## src/rtl/fsr_pkg.sv

```systemverilog
package fsr_pkg;

    // Exception vector, MSB first: bit 6 .. bit 0
    typedef struct packed {
        logic in_den;   // bit 6, ignored
        logic inx;      // bit 5
        logic dz;       // bit 4
        logic oden;     // bit 3
        logic unf;      // bit 2
        logic ovf;      // bit 1
        logic inv;      // bit 0
    } exc_t;

    typedef struct packed {
        logic sum;
        logic inv;
        logic ovf;
        logic dz;
        logic unf;
        logic inx;
    } flags_t;

    typedef enum logic [1:0] {
        UPD_IDLE = 2'd0,
        UPD_OP   = 2'd1,
        UPD_SW   = 2'd2
    } upd_e;

    localparam int WORD_W  = 16;
    localparam int MASK_SH = 8;   // mask bit sits this far above its value bit

endpackage

```

## src/rtl/fsr_arbiter.sv

```systemverilog
module fsr_arbiter
    import fsr_pkg::*;
(
    input  logic op_done_i,
    input  logic sw_we_i,
    output upd_e kind_o
);

    always_comb begin
        if (sw_we_i) begin
            kind_o = UPD_SW;       // software wins
        end else if (op_done_i) begin
            kind_o = UPD_OP;
        end else begin
            kind_o = UPD_IDLE;
        end
    end

    always_comb begin
        assert (!(sw_we_i && kind_o != UPD_SW))
            else $error("p_sw_priority_r11");
    end

endmodule

```

## src/rtl/fsr_exc_map.sv

```systemverilog
module fsr_exc_map
    import fsr_pkg::*;
(
    input  exc_t   exc_i,
    output flags_t set_o
);

    always_comb begin
        set_o     = '0;
        set_o.inv = exc_i.inv;
        set_o.ovf = exc_i.ovf;
        set_o.dz  = exc_i.dz;
        set_o.unf = exc_i.unf | exc_i.oden;
        set_o.inx = exc_i.inx | exc_i.oden;
        // input-denormal deliberately absent
        set_o.sum = exc_i.inv | exc_i.ovf | exc_i.dz | exc_i.unf
                  | exc_i.oden | exc_i.inx;
    end

endmodule

```

## src/rtl/fsr_sw_decode.sv

```systemverilog
module fsr_sw_decode
    import fsr_pkg::*;
#(
    parameter int PAIRS  = 5,   // value/mask pairs loaded unconditionally
    parameter int TOP_V  = 7,   // value bit of the first pair
    parameter int INX_V  = 2    // value bit of the inexact pair
)(
    input  logic [WORD_W-1:0] word_i,
    output logic [PAIRS-1:0]  load_o,   // sum, inv, ovf, dz, unf from MSB
    output logic              inx_en_o,
    output logic              inx_val_o
);

    localparam int INX_M = INX_V + MASK_SH;

    for (genvar k = 0; k < PAIRS; k++) begin : g_pair
        localparam int VB = TOP_V - (PAIRS - 1 - k);
        assign load_o[k] = word_i[VB] & word_i[VB + MASK_SH];
    end

    assign inx_en_o  = word_i[INX_M];
    assign inx_val_o = word_i[INX_V];

endmodule

```

## src/rtl/fsr_top.sv

```systemverilog
module fsr_top
    import fsr_pkg::*;
(
    input  logic        clk,
    input  logic        rst_n,
    input  logic        op_done_i,
    input  logic [6:0]  exc_i,
    input  logic        sw_we_i,
    input  logic [15:0] sw_word_i,
    output logic        sum_o,
    output logic        inv_o,
    output logic        ovf_o,
    output logic        dz_o,
    output logic        unf_o,
    output logic        inx_o
);

    localparam int PAIRS = 5;

    upd_e             kind;
    flags_t           set_v;
    flags_t           flags_q;
    flags_t           flags_d;
    logic [PAIRS-1:0] sw_load;
    logic             sw_inx_en;
    logic             sw_inx_val;

    fsr_arbiter u_arb (
        .op_done_i (op_done_i),
        .sw_we_i   (sw_we_i),
        .kind_o    (kind)
    );

    fsr_exc_map u_map (
        .exc_i (exc_t'(exc_i)),
        .set_o (set_v)
    );

    fsr_sw_decode #(.PAIRS(PAIRS)) u_dec (
        .word_i    (sw_word_i),
        .load_o    (sw_load),
        .inx_en_o  (sw_inx_en),
        .inx_val_o (sw_inx_val)
    );

    // next-state selection per update kind
    always_comb begin
        flags_d = flags_q;
        unique case (kind)
            UPD_IDLE: flags_d = flags_q;
            UPD_OP: begin
                flags_d.sum = set_v.sum;
                flags_d.inv = flags_q.inv | set_v.inv;
                flags_d.ovf = flags_q.ovf | set_v.ovf;
                flags_d.dz  = flags_q.dz  | set_v.dz;
                flags_d.unf = flags_q.unf | set_v.unf;
                flags_d.inx = flags_q.inx | set_v.inx;
            end
            UPD_SW: begin
                flags_d.sum = sw_load[4];
                flags_d.inv = sw_load[3];
                flags_d.ovf = sw_load[2];
                flags_d.dz  = sw_load[1];
                flags_d.unf = sw_load[0];
                flags_d.inx = sw_inx_en ? sw_inx_val : flags_q.inx;
            end
            default: flags_d = flags_q;
        endcase
    end

    // state register
    always_ff @(posedge clk) begin
        if (!rst_n) begin
            flags_q <= '0;
        end else begin
            flags_q <= flags_d;
        end
    end

    // outputs
    always_comb begin
        sum_o = flags_q.sum;
        inv_o = flags_q.inv;
        ovf_o = flags_q.ovf;
        dz_o  = flags_q.dz;
        unf_o = flags_q.unf;
        inx_o = flags_q.inx;
    end

    p_reset_r1: assert property (@(posedge clk)
        !rst_n |=> {sum_o, inv_o, ovf_o, dz_o, unf_o, inx_o} == 6'b0);

    p_inv_set_r2: assert property (@(posedge clk) disable iff (!rst_n)
        (op_done_i && !sw_we_i && exc_i[0]) |=> inv_o);

    p_ovf_set_r3: assert property (@(posedge clk) disable iff (!rst_n)
        (op_done_i && !sw_we_i && exc_i[1]) |=> ovf_o);

    p_dz_set_r4: assert property (@(posedge clk) disable iff (!rst_n)
        (op_done_i && !sw_we_i && exc_i[4]) |=> dz_o);

    p_oden_both_r5: assert property (@(posedge clk) disable iff (!rst_n)
        (op_done_i && !sw_we_i && exc_i[3]) |=> (unf_o && inx_o));

    p_sum_clear_r7: assert property (@(posedge clk) disable iff (!rst_n)
        (op_done_i && !sw_we_i && exc_i[5:0] == 6'b0) |=> !sum_o);

    p_sw_load_r9: assert property (@(posedge clk) disable iff (!rst_n)
        sw_we_i |=> (inv_o == $past(sw_word_i[6] & sw_word_i[14])));

    p_inx_keep_r10: assert property (@(posedge clk) disable iff (!rst_n)
        (sw_we_i && !sw_word_i[10]) |=> $stable(inx_o));

    p_hold_idle_r12: assert property (@(posedge clk) disable iff (!rst_n)
        (!sw_we_i && !op_done_i) |=> $stable({sum_o, inv_o, ovf_o, dz_o, unf_o, inx_o}));

    p_sticky_r12: assert property (@(posedge clk) disable iff (!rst_n)
        (!sw_we_i && inv_o) |=> inv_o);

endmodule

```

## config.mk

```make
export PLATFORM = sky130hd
export DESIGN_NAME = fsr_top
export DESIGN_NICKNAME = d
export VERILOG_FILES = /design/src/rtl/fsr_pkg.sv /design/src/rtl/fsr_arbiter.sv /design/src/rtl/fsr_exc_map.sv /design/src/rtl/fsr_sw_decode.sv /design/src/rtl/fsr_top.sv
export SDC_FILE = /design/constraint.sdc
export NUM_CORES = 1
export LEC_CHECK = 0
export ABC_AREA = 1
export ABC_CLOCK_PERIOD_IN_PS = 2000
export BUFFER_PORTS_ARGS = -buffer_cell sky130_fd_sc_hd__buf_2
export CORE_AREA = 2 2 39 41
export CTS_BUF_LIST = sky130_fd_sc_hd__clkbuf_8
export DETAILED_ROUTE_END_ITERATION = 16
export DIE_AREA = 0 0 41 43
export GPL_TIMING_DRIVEN = 0
export PLACE_DENSITY_LB_ADDON = 0.3
export SLEW_MARGIN = 40
export SYNTH_ARGS = -nofsm -noshare
export SYNTH_HDL_FRONTEND = slang
export SYNTH_SLANG_ARGS = --single-unit
```

## constraint.sdc

```tcl
create_clock -name clk -period 2 [get_ports clk]
set_clock_uncertainty 0.1 [all_clocks]
set_input_delay 0.4 -clock clk [delete_from_list [all_inputs] [get_ports clk]]
set_output_delay 0.4 -clock clk [all_outputs]
set_load 0.005 [all_outputs]
```

==> results.tsv <==
stage	metric	value	unit
global_route	antenna violations before repair	0	
clocking	post-CTS sizing	0	
clocking	clock slew seen by the registers of the worst setup and hold paths	0.03	ns
critical_path	WS Path Type	reg -> out	
global_route	first-pass GRT wire length	1350	um
critical_path	R2R setup slack	1.17	ns
global_route	gr ovfl total	0	
timing	period utilisation layout	0.580	
timing	Slew HR	0.799	
timing	crit path time final	1.16	ns
critical_path	Critical Path Max Stage Delay	0.32	ns
critical_path	crit start category	flip-flop	
critical_path	Worst Setup End Kind	primary output	
synth	mux contribution to synthesized area	0	
flow_run	Max Cap Viol	0	
synth	Synth Area in Simple Gates	0.446	
critical_path	Buf+Inv Stages, Crit Path	1	
worst_hold_path	hold path start	rst_n	
timing	RSZ-0062 raised after global routing	no	
global_route	largest net degree at the start of global routing	10	
synth	Synth Register Bits	6	
synth	Post-Synth XOR/XNOR Area	0	
synth	post-synth cell types	9	
global_route	vias in the first global route	374	
critical_path	CP cell instances	buf_2	
final_layout	Layout Utilization	0.375	
critical_path	Worst Setup SP	ovf_o$_SDFFE_PN0P_	
critical_path	Crit-path slowest cell	dfxtp_1	
clocking	Post-CTS Hold Buffers	0	
clocking	Clk Latency, worst-skew pair	0.22	ns
placement	hpwl dp	748	um
floorplanning	Die Y	43	um
pwr	power per cell area	730	mW/mm2
pwr	VDD IR max	0.000292	V
critical_path	Top delay family on crit path	flip-flops	
floorplanning	core box area	0.00138	mm2
clocking	root buf cell	clkbuf_8	
drt	drt initial violations	6	
timing	final hold vios	0	
synth	Mapped Cells	54	
timing	upper clock frequency limit	0.862	GHz
drt	via count	431	
clocking	Post-CTS Setup Inserts	0	
floorplanning	initial core utilization	0.233	
drt	TritonRoute pass-1 iters	4	
final_layout	Syn-to-layout area delta	60.9	%
final_layout	final net count	113	
timing	setup TNS	0	ns
pwr	Leakage Power	0.308	nW
final_layout	n_diodes	0	
synth	syn avg cell area	5.98	um2
critical_path	worst endpoint required time	1.50	ns
timing	setup violators final	0	
floorplanning	Ports	33	
placement	port buffer count	27	
clocking	CTS tree	yes	
floorplanning	die area	0.00176	mm2
worst_hold_path	worst hold path type	in -> reg	
clocking	cts bufs inserted	3	
drt	antenna-violating nets left	0	
outcome	status	finished, final reports clean	
critical_path	Critical Path Fanout Max	2	
floorplanning	row count	14	
final_layout	layout cells sized above 1	0.369	
drt	final WL	943	um
timing	Final Slew Violations	0	
drt	# DRC	0	
floorplanning	Die W	41	um
critical_path	r2r startpoint	inx_o$_SDFFE_PN0P_	
drt	WL per Instance	9.43	um
synth	Compound-Gate Fraction of Synth Area	0.0775	
clocking	CTS max path bufs	2	
synth	largest family of logic cells by synthesized area	simple AND/OR/NAND/NOR gates	
synth	sequential area share after synthesis	0.372	
synth	Adder-Cell Fraction of Synth Area	0	
synth	cell area after synthesis	323	um2
synth	Syn Nets	81	
placement	RePlAce Congestion	0.684	
drt	routed vias/inst	4.31	
clocking	CTS H-Tree Depth	1	
critical_path	Worst Path Arrival	0.66	ns
clocking	Sink Count	6	
synth	YS warnings	0	
global_route	GR Util All Layers	0.123	
timing	Worst Tran Pin Value	0.301	ns
cell usage in the layout (no fill, tap or decap), drive strengths merged:
cell type  instances
a21oi              3
or2                1
nand3             11
buf               27
nand2             16
dfxtp              6
nor2               6
inv                9
o21ai              2
clkbuf             3
final cells by class:
class	instances	area [um2]
inverter	9	33.8
clock buffer	3	41.3
fill	158	865
sequential	6	120
timing repair buffer	27	135
tap	16	20.0
multi-input combinational	39	169
worst reg2reg max path: stages, from the launching register on:
cell	delay, ns
dfxtp_1	0.30
inv_1	0.06
nand3_1	0.08
a21oi_1	0.14
nor2_1	0.05
state kept, by name (all words and copies together), names as in the netlist:
register  flops
inv_o         1
sum_o         1
unf_o         1
dz_o          1
inx_o         1
ovf_o         1
Yosys cell counts, drive strengths merged:
| cell | instances | area, um2 |
|---|---|---|
| o21ai | 2 | 10.0 |
| dfxtp | 6 | 120 |
| nand3 | 11 | 55.1 |
| inv | 9 | 33.8 |
| or2 | 1 | 6.26 |
| a21oi | 3 | 15.0 |
| nor2 | 6 | 22.5 |
| nand2 | 16 | 60.1 |
routing by layer:
layer,wire length (um),share of wire,GRT usage,vias up
met1,410,0.43,0.123,178
met2,429,0.45,0.178,19
li1,-,-,-,230
met4,33,0.035,0.120,0
met3,69,0.073,0.0471,4
met5,0,0,0,-
report_power, final:
| part | switching (mW) | leakage [nW] | internal [mW] |
|---|---|---|---|
| combinational | 0.0315 | 0.237 | 0.0317 |
| sequential | 0.00367 | 0.0496 | 0.129 |
| clock | 0.0540 | 0.0216 | 0.129 |
path summary, 6_finish.rpt:
kind | depth (start not counted) | to
min reg2reg | 4 | inx_o$_SDFFE_PN0P_
min | 3 | dz_o$_SDFFE_PN0P_
max | 1 | ovf_o
max reg2reg | 4 | inx_o$_SDFFE_PN0P_
logic make-up after synthesis:
logic type      after synthesis
compound gates                5
simple gates                 34
buf+inv                       9
flops                         6
metrics by stage:
step	instances	total power [mW]	instance area (um2)	hold slack (ns)	setup slack, ns
final	100	0.379	519	0.338	0.840
after global routing	100	0.402	519	0.364	0.802
after CTS	100	0.386	519	0.337	0.826
after detailed placement	97	0.199	478	0.430	0.680
after global placement	97	0.198	478	0.431	0.688
after floorplan	54	0.161	323	0.398	0.968
Power figures use the tool's default switching activity.
